**src/rtl/acq_pkg.sv**
```systemverilog
package acq_pkg;
  localparam int COMP_W   = 8;
  localparam int NUM_COMP = 3;
  localparam int CY = 0;
  localparam int CU = 1;
  localparam int CV = 2;
  typedef logic [NUM_COMP-1:0][COMP_W-1:0] pix_t;
endpackage

```
**src/rtl/acq_line_timer.sv**
```systemverilog
module acq_line_timer #(
  parameter int LINE_LEN   = 1792,
  parameter int ACQ_LEN    = 1408,
  parameter int SYS_OFFSET = 96,
  parameter int FINE_W     = 9
) (
  input  logic              clk,
  input  logic              rst_n,
  input  logic              hsync,
  input  logic              vsync,
  input  logic [FINE_W-1:0] fine_pos,
  output logic              acq_en,
  output logic              acq_first,
  output logic              line_frame,
  output logic              line_short
);
  localparam int POS_W = $clog2(LINE_LEN);
  localparam int SUM_W = $clog2(SYS_OFFSET + (1 << FINE_W));
  localparam int CMP_W = (POS_W > SUM_W) ? POS_W : SUM_W;
  localparam int TAK_W = $clog2(ACQ_LEN + 1);
  localparam logic [POS_W-1:0] LAST_POS = POS_W'(LINE_LEN - 1);
  localparam logic [TAK_W-1:0] ACQ_MAX  = TAK_W'(ACQ_LEN);

  // registered state
  logic             hs_q, vs_q, act_q, pend_q, frame_q, short_q;
  logic [POS_W-1:0] pos_q;
  logic [SUM_W-1:0] start_q;
  logic [TAK_W-1:0] taken_q;

  // next-state
  logic             hs_d, vs_d, act_d, pend_d, frame_d, short_d;
  logic [POS_W-1:0] pos_d;
  logic [SUM_W-1:0] start_d;
  logic [TAK_W-1:0] taken_d;

  // current-sample view
  logic             hs_rise, vs_rise, cur_act, line_end, close_evt;
  logic [POS_W-1:0] cur_pos;
  logic [SUM_W-1:0] fine_sum, cur_start;
  logic [TAK_W-1:0] cur_taken;

  always_comb begin
    hs_rise   = hsync & ~hs_q;
    vs_rise   = vsync & ~vs_q;
    fine_sum  = SUM_W'(SYS_OFFSET) + SUM_W'(fine_pos);
    cur_pos   = hs_rise ? '0 : pos_q;
    cur_start = hs_rise ? fine_sum : start_q;
    cur_act   = hs_rise | act_q;
    cur_taken = hs_rise ? '0 : taken_q;

    acq_en    = cur_act && (CMP_W'(cur_pos) >= CMP_W'(cur_start)) && (cur_taken < ACQ_MAX);
    acq_first = acq_en && (cur_taken == '0);
    line_end  = cur_act && (cur_pos == LAST_POS);
    // a line also closes if a new sync cuts it before its last position
    close_evt = line_end | (hs_rise & act_q);

    hs_d    = hsync;
    vs_d    = vsync;
    pos_d   = (cur_pos == LAST_POS) ? cur_pos : cur_pos + POS_W'(1);
    start_d = cur_start;
    taken_d = cur_taken + {{(TAK_W-1){1'b0}}, acq_en};
    act_d   = cur_act & ~line_end;

    pend_d  = pend_q;
    frame_d = frame_q;
    if (hs_rise) begin
      frame_d = pend_q | vs_rise;
      pend_d  = 1'b0;
    end else if (vs_rise) begin
      pend_d  = 1'b1;
    end
    line_frame = hs_rise ? (pend_q | vs_rise) : frame_q;

    short_d = short_q;
    if (line_end)
      short_d = (taken_d < ACQ_MAX);
    else if (hs_rise & act_q)
      short_d = (taken_q < ACQ_MAX);
  end

  always_ff @(posedge clk or negedge rst_n) begin
    if (!rst_n) begin
      hs_q    <= 1'b0;
      vs_q    <= 1'b0;
      act_q   <= 1'b0;
      pend_q  <= 1'b0;
      frame_q <= 1'b0;
      short_q <= 1'b0;
      pos_q   <= '0;
      start_q <= '0;
      taken_q <= '0;
    end else begin
      hs_q    <= hs_d;
      vs_q    <= vs_d;
      act_q   <= act_d;
      pend_q  <= pend_d;
      frame_q <= frame_d;
      short_q <= short_d;
      pos_q   <= pos_d;
      start_q <= start_d;
      taken_q <= taken_d;
    end
  end

  assign line_short = short_q;

  // position restarts on a sync edge
  assert_pos_restart_R1: assert property (@(posedge clk) disable iff (!rst_n)
    hs_rise |=> (pos_q == POS_W'(1)));

  // the first kept sample sits exactly on the latched start
  assert_first_at_start_R2: assert property (@(posedge clk) disable iff (!rst_n)
    acq_first |-> (CMP_W'(cur_pos) == CMP_W'(cur_start)));

  // never more than the window length kept
  assert_take_cap_R3: assert property (@(posedge clk) disable iff (!rst_n)
    taken_q <= ACQ_MAX);

  // short status moves only when a line closes
  assert_short_on_close_R7: assert property (@(posedge clk) disable iff (!rst_n)
    (short_q != $past(short_q)) |-> $past(close_evt));
endmodule

```
**src/rtl/acq_pair_reducer.sv**
```systemverilog
module acq_pair_reducer
  import acq_pkg::*;
(
  input  logic clk,
  input  logic rst_n,
  input  logic acq_en,
  input  logic acq_first,
  input  logic line_frame,
  input  pix_t pix_in,
  output logic out_valid,
  output pix_t pix_out,
  output logic out_ls,
  output logic out_fs
);
  logic phase_q, lead_q, fsp_q, valid_q, ls_q, fs_q;
  logic phase_d, lead_d, fsp_d, valid_d, ls_d, fs_d;
  pix_t held_q, held_d, avg_q, avg_d, avg_w;
  logic cur_phase, pair_done, held_en;

  // one rounding averager per component
  genvar c;
  generate
    for (c = 0; c < NUM_COMP; c++) begin : g_avg
      logic [COMP_W:0] sum_w;
      assign sum_w    = {1'b0, held_q[c]} + {1'b0, pix_in[c]} + {{COMP_W{1'b0}}, 1'b1};
      assign avg_w[c] = sum_w[COMP_W:1];
    end
  endgenerate

  always_comb begin
    cur_phase = acq_first ? 1'b0 : phase_q;
    pair_done = acq_en & cur_phase;
    held_en   = acq_en & ~cur_phase;

    phase_d = acq_en ? ~cur_phase : phase_q;
    held_d  = held_en ? pix_in : held_q;

    lead_d = lead_q;
    fsp_d  = fsp_q;
    if (acq_first) begin
      lead_d = 1'b1;
      fsp_d  = line_frame;
    end else if (pair_done) begin
      lead_d = 1'b0;
      fsp_d  = 1'b0;
    end

    valid_d = pair_done;
    ls_d    = pair_done & lead_q;
    fs_d    = pair_done & lead_q & fsp_q;
    avg_d   = pair_done ? avg_w : avg_q;
  end

  always_ff @(posedge clk or negedge rst_n) begin
    if (!rst_n) begin
      phase_q <= 1'b0;
      lead_q  <= 1'b0;
      fsp_q   <= 1'b0;
      valid_q <= 1'b0;
      ls_q    <= 1'b0;
      fs_q    <= 1'b0;
      held_q  <= '0;
      avg_q   <= '0;
    end else begin
      phase_q <= phase_d;
      lead_q  <= lead_d;
      fsp_q   <= fsp_d;
      valid_q <= valid_d;
      ls_q    <= ls_d;
      fs_q    <= fs_d;
      held_q  <= held_d;
      avg_q   <= avg_d;
    end
  end

  assign out_valid = valid_q;
  assign pix_out   = avg_q;
  assign out_ls    = ls_q;
  assign out_fs    = fs_q;

  // a pixel needs two samples, so strobes never touch
  assert_pair_gap_R4: assert property (@(posedge clk) disable iff (!rst_n)
    out_valid |=> !out_valid);

  assert_ls_with_valid_R5: assert property (@(posedge clk) disable iff (!rst_n)
    out_ls |-> out_valid);

  assert_fs_on_lead_R6: assert property (@(posedge clk) disable iff (!rst_n)
    out_fs |-> out_ls);
endmodule

```
**src/rtl/acq_window_decimator.sv**
```systemverilog
module acq_window_decimator
  import acq_pkg::*;
#(
  parameter int LINE_LEN   = 1792,
  parameter int ACQ_LEN    = 1408,
  parameter int SYS_OFFSET = 96,
  parameter int FINE_W     = 9
) (
  input  logic              clk,
  input  logic              rst_n,
  input  logic              hsync,
  input  logic              vsync,
  input  logic [FINE_W-1:0] fine_pos,
  input  logic [COMP_W-1:0] in_y,
  input  logic [COMP_W-1:0] in_u,
  input  logic [COMP_W-1:0] in_v,
  output logic              pix_valid,
  output logic [COMP_W-1:0] pix_y,
  output logic [COMP_W-1:0] pix_u,
  output logic [COMP_W-1:0] pix_v,
  output logic              pix_line_start,
  output logic              pix_frame_start,
  output logic              line_short
);
  // reset: asserted asynchronously, released on a clock edge
  logic [1:0] rs_q;
  logic       rst_sn;
  always_ff @(posedge clk or negedge rst_n) begin
    if (!rst_n) rs_q <= 2'b00;
    else        rs_q <= {rs_q[0], 1'b1};
  end
  assign rst_sn = rs_q[1];

  logic acq_en, acq_first, line_frame;
  pix_t pix_in, pix_out;

  always_comb begin
    pix_in     = '0;
    pix_in[CY] = in_y;
    pix_in[CU] = in_u;
    pix_in[CV] = in_v;
  end

  acq_line_timer #(
    .LINE_LEN  (LINE_LEN),
    .ACQ_LEN   (ACQ_LEN),
    .SYS_OFFSET(SYS_OFFSET),
    .FINE_W    (FINE_W)
  ) u_timer (
    .clk       (clk),
    .rst_n     (rst_sn),
    .hsync     (hsync),
    .vsync     (vsync),
    .fine_pos  (fine_pos),
    .acq_en    (acq_en),
    .acq_first (acq_first),
    .line_frame(line_frame),
    .line_short(line_short)
  );

  acq_pair_reducer u_reduce (
    .clk       (clk),
    .rst_n     (rst_sn),
    .acq_en    (acq_en),
    .acq_first (acq_first),
    .line_frame(line_frame),
    .pix_in    (pix_in),
    .out_valid (pix_valid),
    .pix_out   (pix_out),
    .out_ls    (pix_line_start),
    .out_fs    (pix_frame_start)
  );

  assign pix_y = pix_out[CY];
  assign pix_u = pix_out[CU];
  assign pix_v = pix_out[CV];
endmodule

```
**config.mk**
```make
export PLATFORM = sky130hd
export DESIGN_NAME = acq_window_decimator
export DESIGN_NICKNAME = d
export VERILOG_FILES = /design/src/rtl/acq_pkg.sv /design/src/rtl/acq_line_timer.sv /design/src/rtl/acq_pair_reducer.sv /design/src/rtl/acq_window_decimator.sv
export SDC_FILE = /design/constraint.sdc
export NUM_CORES = 1
export LEC_CHECK = 0
export BUFFER_PORTS_ARGS = -buffer_cell sky130_fd_sc_hd__buf_2
export CORE_ASPECT_RATIO = 2
export CORE_UTILIZATION = 50
export DETAILED_ROUTE_END_ITERATION = 12
export GPL_ROUTABILITY_DRIVEN = 0
export PLACE_DENSITY_LB_ADDON = 0.05
export SLEW_MARGIN = 20
export SYNTH_ARGS = -nofsm -noshare
export SYNTH_HDL_FRONTEND = slang
export SYNTH_HIERARCHICAL = 1
export SYNTH_SLANG_ARGS = --single-unit
```
**constraint.sdc**
```tcl
create_clock -name clk -period 3.35 [get_ports clk]
set_clock_uncertainty 0.05 [all_clocks]
set_input_delay 0 -clock clk [delete_from_list [all_inputs] [get_ports clk]]
set_output_delay 0 -clock clk [all_outputs]
set_load 0.005 [all_outputs]
```
==> results.yml <==
sta:
  rsz0062_at_grt: "true"
  period_needed_ns: 3.29
  setup_viol: 0
  slew_viol_final: 0
  max_freq_mhz: 304
  whs_ns: 0.0470
  min_period_over_period_pct: 98.3
  tightest_slew_ns: 0.672
  slew-limit-headroom_pct: 54.8
  finalHoldViolations: 0
synth:
  synth_edf_count: 0
  ys_seq_area_share_pct: 46.1
  synth_most_common_cell: "dfrtp_1"
  synthesis.instances: 494
  netlist_area_mm2: 0.00510
  synth_common_cells: "dfrtp_1, nand2_1, ha_1, o21ai_0, nor2_1"
  synth_top_cell_area_share_pct: 46.1
  synth.distinct_cells: 58
  ys.warnings.count: 6
  synthTopCellsByArea: "dfrtp_1, ha_1, mux2_2"
  postSynthRegisterBits: 94
  syn_avg_cell_area_um2: 10.3
  async_flop_share_pct: 100
  syn_nets: 569
  synth_area_leader_cell: "dfrtp_1"
  synthFlopType: "dfrtp_1"
cts:
  cts_made_buffers: 9
  cts_tree: "yes"
  clk_pin_slew_worst_paths_ns: 0.07
  cts.htree.levels: 3
  clkSinkCount: 94
  root_buffer: "clkbuf_16"
  cts_setup_buffers: 0
  clk_latency_ns: 0.34
  cts_buffer_depth: 2
layout:
  drive_gt1_share_pct: 23.4
  fin_area_mm2: 0.00644
  syn_to_final_growth_pct: 26.2
  layout.nets: 682
  diodes: 0
drt:
  drt_first_pass_iters: 7
  drtIter0Drc: 189
  drc: 0
  routedWlPerCell_um: 15.7
  ant_nets: 0
  num_vias: 3984
  wirelength_mm: 11.7
  viasPerCell: 5.35
die:
  die_h_um: 145
  coreArea_mm2: 0.00983
  initial_core_util_pct: 51.9
  dieArea_mm2: 0.0106
  die_width_um: 73.4
  num_rows: 51
  boundaryPins: 65
critical_path:
  crit_fanout: 31
  cpLargestDelayFamily: "compound AO/OA/AOI/OAI gates"
  critPathSlowestCell: "dfrtp_1"
  cpPeakStageDelay_ns: 0.37
  startpoint_type: "flip-flop"
  cp-end-kind: "flip-flop"
  required_ns: 3.49
  critPathBufInv: 1
  worstPathCellList: "nand2b_1, buf_12, nand2_1, nand2_1, ha_1, nand2b_1, a21o_1, a21o_1, a211oi_4, nor2_4, ha_4, nand4_1, nand3b_1, o22a_1, o311ai_2, a41oi_1"
  crit_arrival_ns: 3.43
  critPathKind: "reg -> reg"
grt:
  grt_pass1_wl_mm: 19.0
  met1_usage_pct: 23.8
  grt_max_degree: 42
  grt_pass1_vias: 4156
  grt_overflow: 0
  grt.total_usage_pct: 23.8
  busiest_layer: "met2"
  antenna_found_initial: 0
  use_met3_pct: 4.43
  use_met2_pct: 47.2
placement:
  place_area_mm2: 0.00569
  io_buffers: 64
  dp_hpwl_mm: 8.56
worst_hold_path:
  worstHoldPathType: "in -> reg"
power_and_ir_drop:
  pwr_density_cell_mw_per_mm2: 690
  vdd_drop_max_mv: 0.497
  power_leakage_nw: 3.20
job:
  drv_cap: 0
run_status:
  status: "completed"
worst paths after layout:
kind	slack, ns	cells past startpoint	start	to
max	0.06	16	u_timer/hs_q	u_timer/line_short
min	0.05	4	fine_pos[7]	u_timer/start_q[9]
max reg2reg	0.06	16	u_timer/hs_q	u_timer/line_short
min reg2reg	0.28	0	rs_q[1]	u_reduce/held_q[3]
max in group asynchronous	2.18	1	rs_q[1]	u_timer/frame_q
min in group asynchronous	0.28	0	rs_q[1]	u_reduce/held_q[3]
cell type report:
class	instances	area, um2
Clock buffer	9	225
Sequential cell	94	2360
Tap cell	132	165
Fill cell	843	3380
Clock inverter	7	121
Timing Repair Buffer	117	856
Multi-Input combinational cell	359	2620
Inverter	26	97.6
metrics by stage:
stage | instances | total power (W) | TNS [ns] | util (%) | setup WS (ns)
6_report | 744 | 0.00444 | 0 | 65.6 | 0.0559
2_1_floorplan | 494 | 0.00274 | -0.0530 | - | -0.0530
5_1_grt | 744 | 0.00474 | -0.0519 | 65.6 | -0.0519
3_5_place_dp | 693 | 0.00323 | -0.0149 | 57.9 | -0.0149
3_3_place_gp | 693 | 0.00318 | 0 | 57.9 | 0.0376
4_1_cts | 744 | 0.00447 | 0 | 65.1 | 0.00444
what timing repair did:
item | CTS | global route
pin swaps | 1 | 3
hold endpoints to repair | 36 | 0
endpoints found under the setup margin | 1 | 6
resized for setup | 4 | 7
hold buffers | 35 | 0
layer usage:
metal | vias up | routed length (um)
li1 | 1959 | -
met1 | 1932 | 4330
met2 | 79 | 6820
met3 | 14 | 373
met4 | 0 | 170
met5 | - | 0
cell usage in the layout (no fill, tap or decap), types with 4 or more instances in the layout:
cell type      count
dlygate4sd3_1     35
ha_1              32
and2_1            14
clkbuf_16          9
inv_1             26
mux2i_1            5
dfrtp_1           93
buf_2             64
nor3_1             7
a211oi_1           8
xnor2_1           12
buf_12             4
buf_4             14
xor2_1            14
nand3_1            9
a31oi_1            7
nand2_1           61
o21ai_0           33
a21oi_1           21
mux2_2            24
a21o_1             8
nor3b_1            5
nor2_1            28
flip-flops by register name, indices dropped and copies added (netlist names), 2 cells and up:
register and cells:
u_reduce/held_q 24, u_reduce/pix_out 24, rs_q 2, u_timer/pos_q 11, u_timer/start_q 10, u_timer/taken_q 11
power by group:
group / total [W] / switching (W) / internal [W]
clock: 0.00118 / 0.000451 / 0.000732
combinational: 0.00157 / 0.000812 / 0.000762
sequential: 0.00169 / 0.000211 / 0.00148
total: 0.00444 / 0.00147 / 0.00297
worst register-to-register path: stages (launching register included):
cell and delay [ns]:
dfrtp_1 0.37, nand2b_1 0.18, buf_12 0.18, nand2_1 0.08, nand2_1 0.07, ha_1 0.28
nand2b_1 0.14, a21o_1 0.19, a21o_1 0.21, a211oi_4 0.31, nor2_4 0.07, ha_4 0.18
nand4_1 0.17, nand3b_1 0.10, o22a_1 0.22, o311ai_2 0.22, a41oi_1 0.14
cells by family (layout without fill, tap and decap cells):
kind of cell	Yosys count	count (layout)	synth area share, %
flops	94	94	46.1
compound gates	104	104	12.8
other cells	1	1	0.0735
mux	29	29	6.28
fa+ha+maj	38	38	9.76
xor+xnor	26	26	4.46
buf+inv	41	159	3.97
simple gates	161	161	16.5
(Power assumes the default switching activity.)
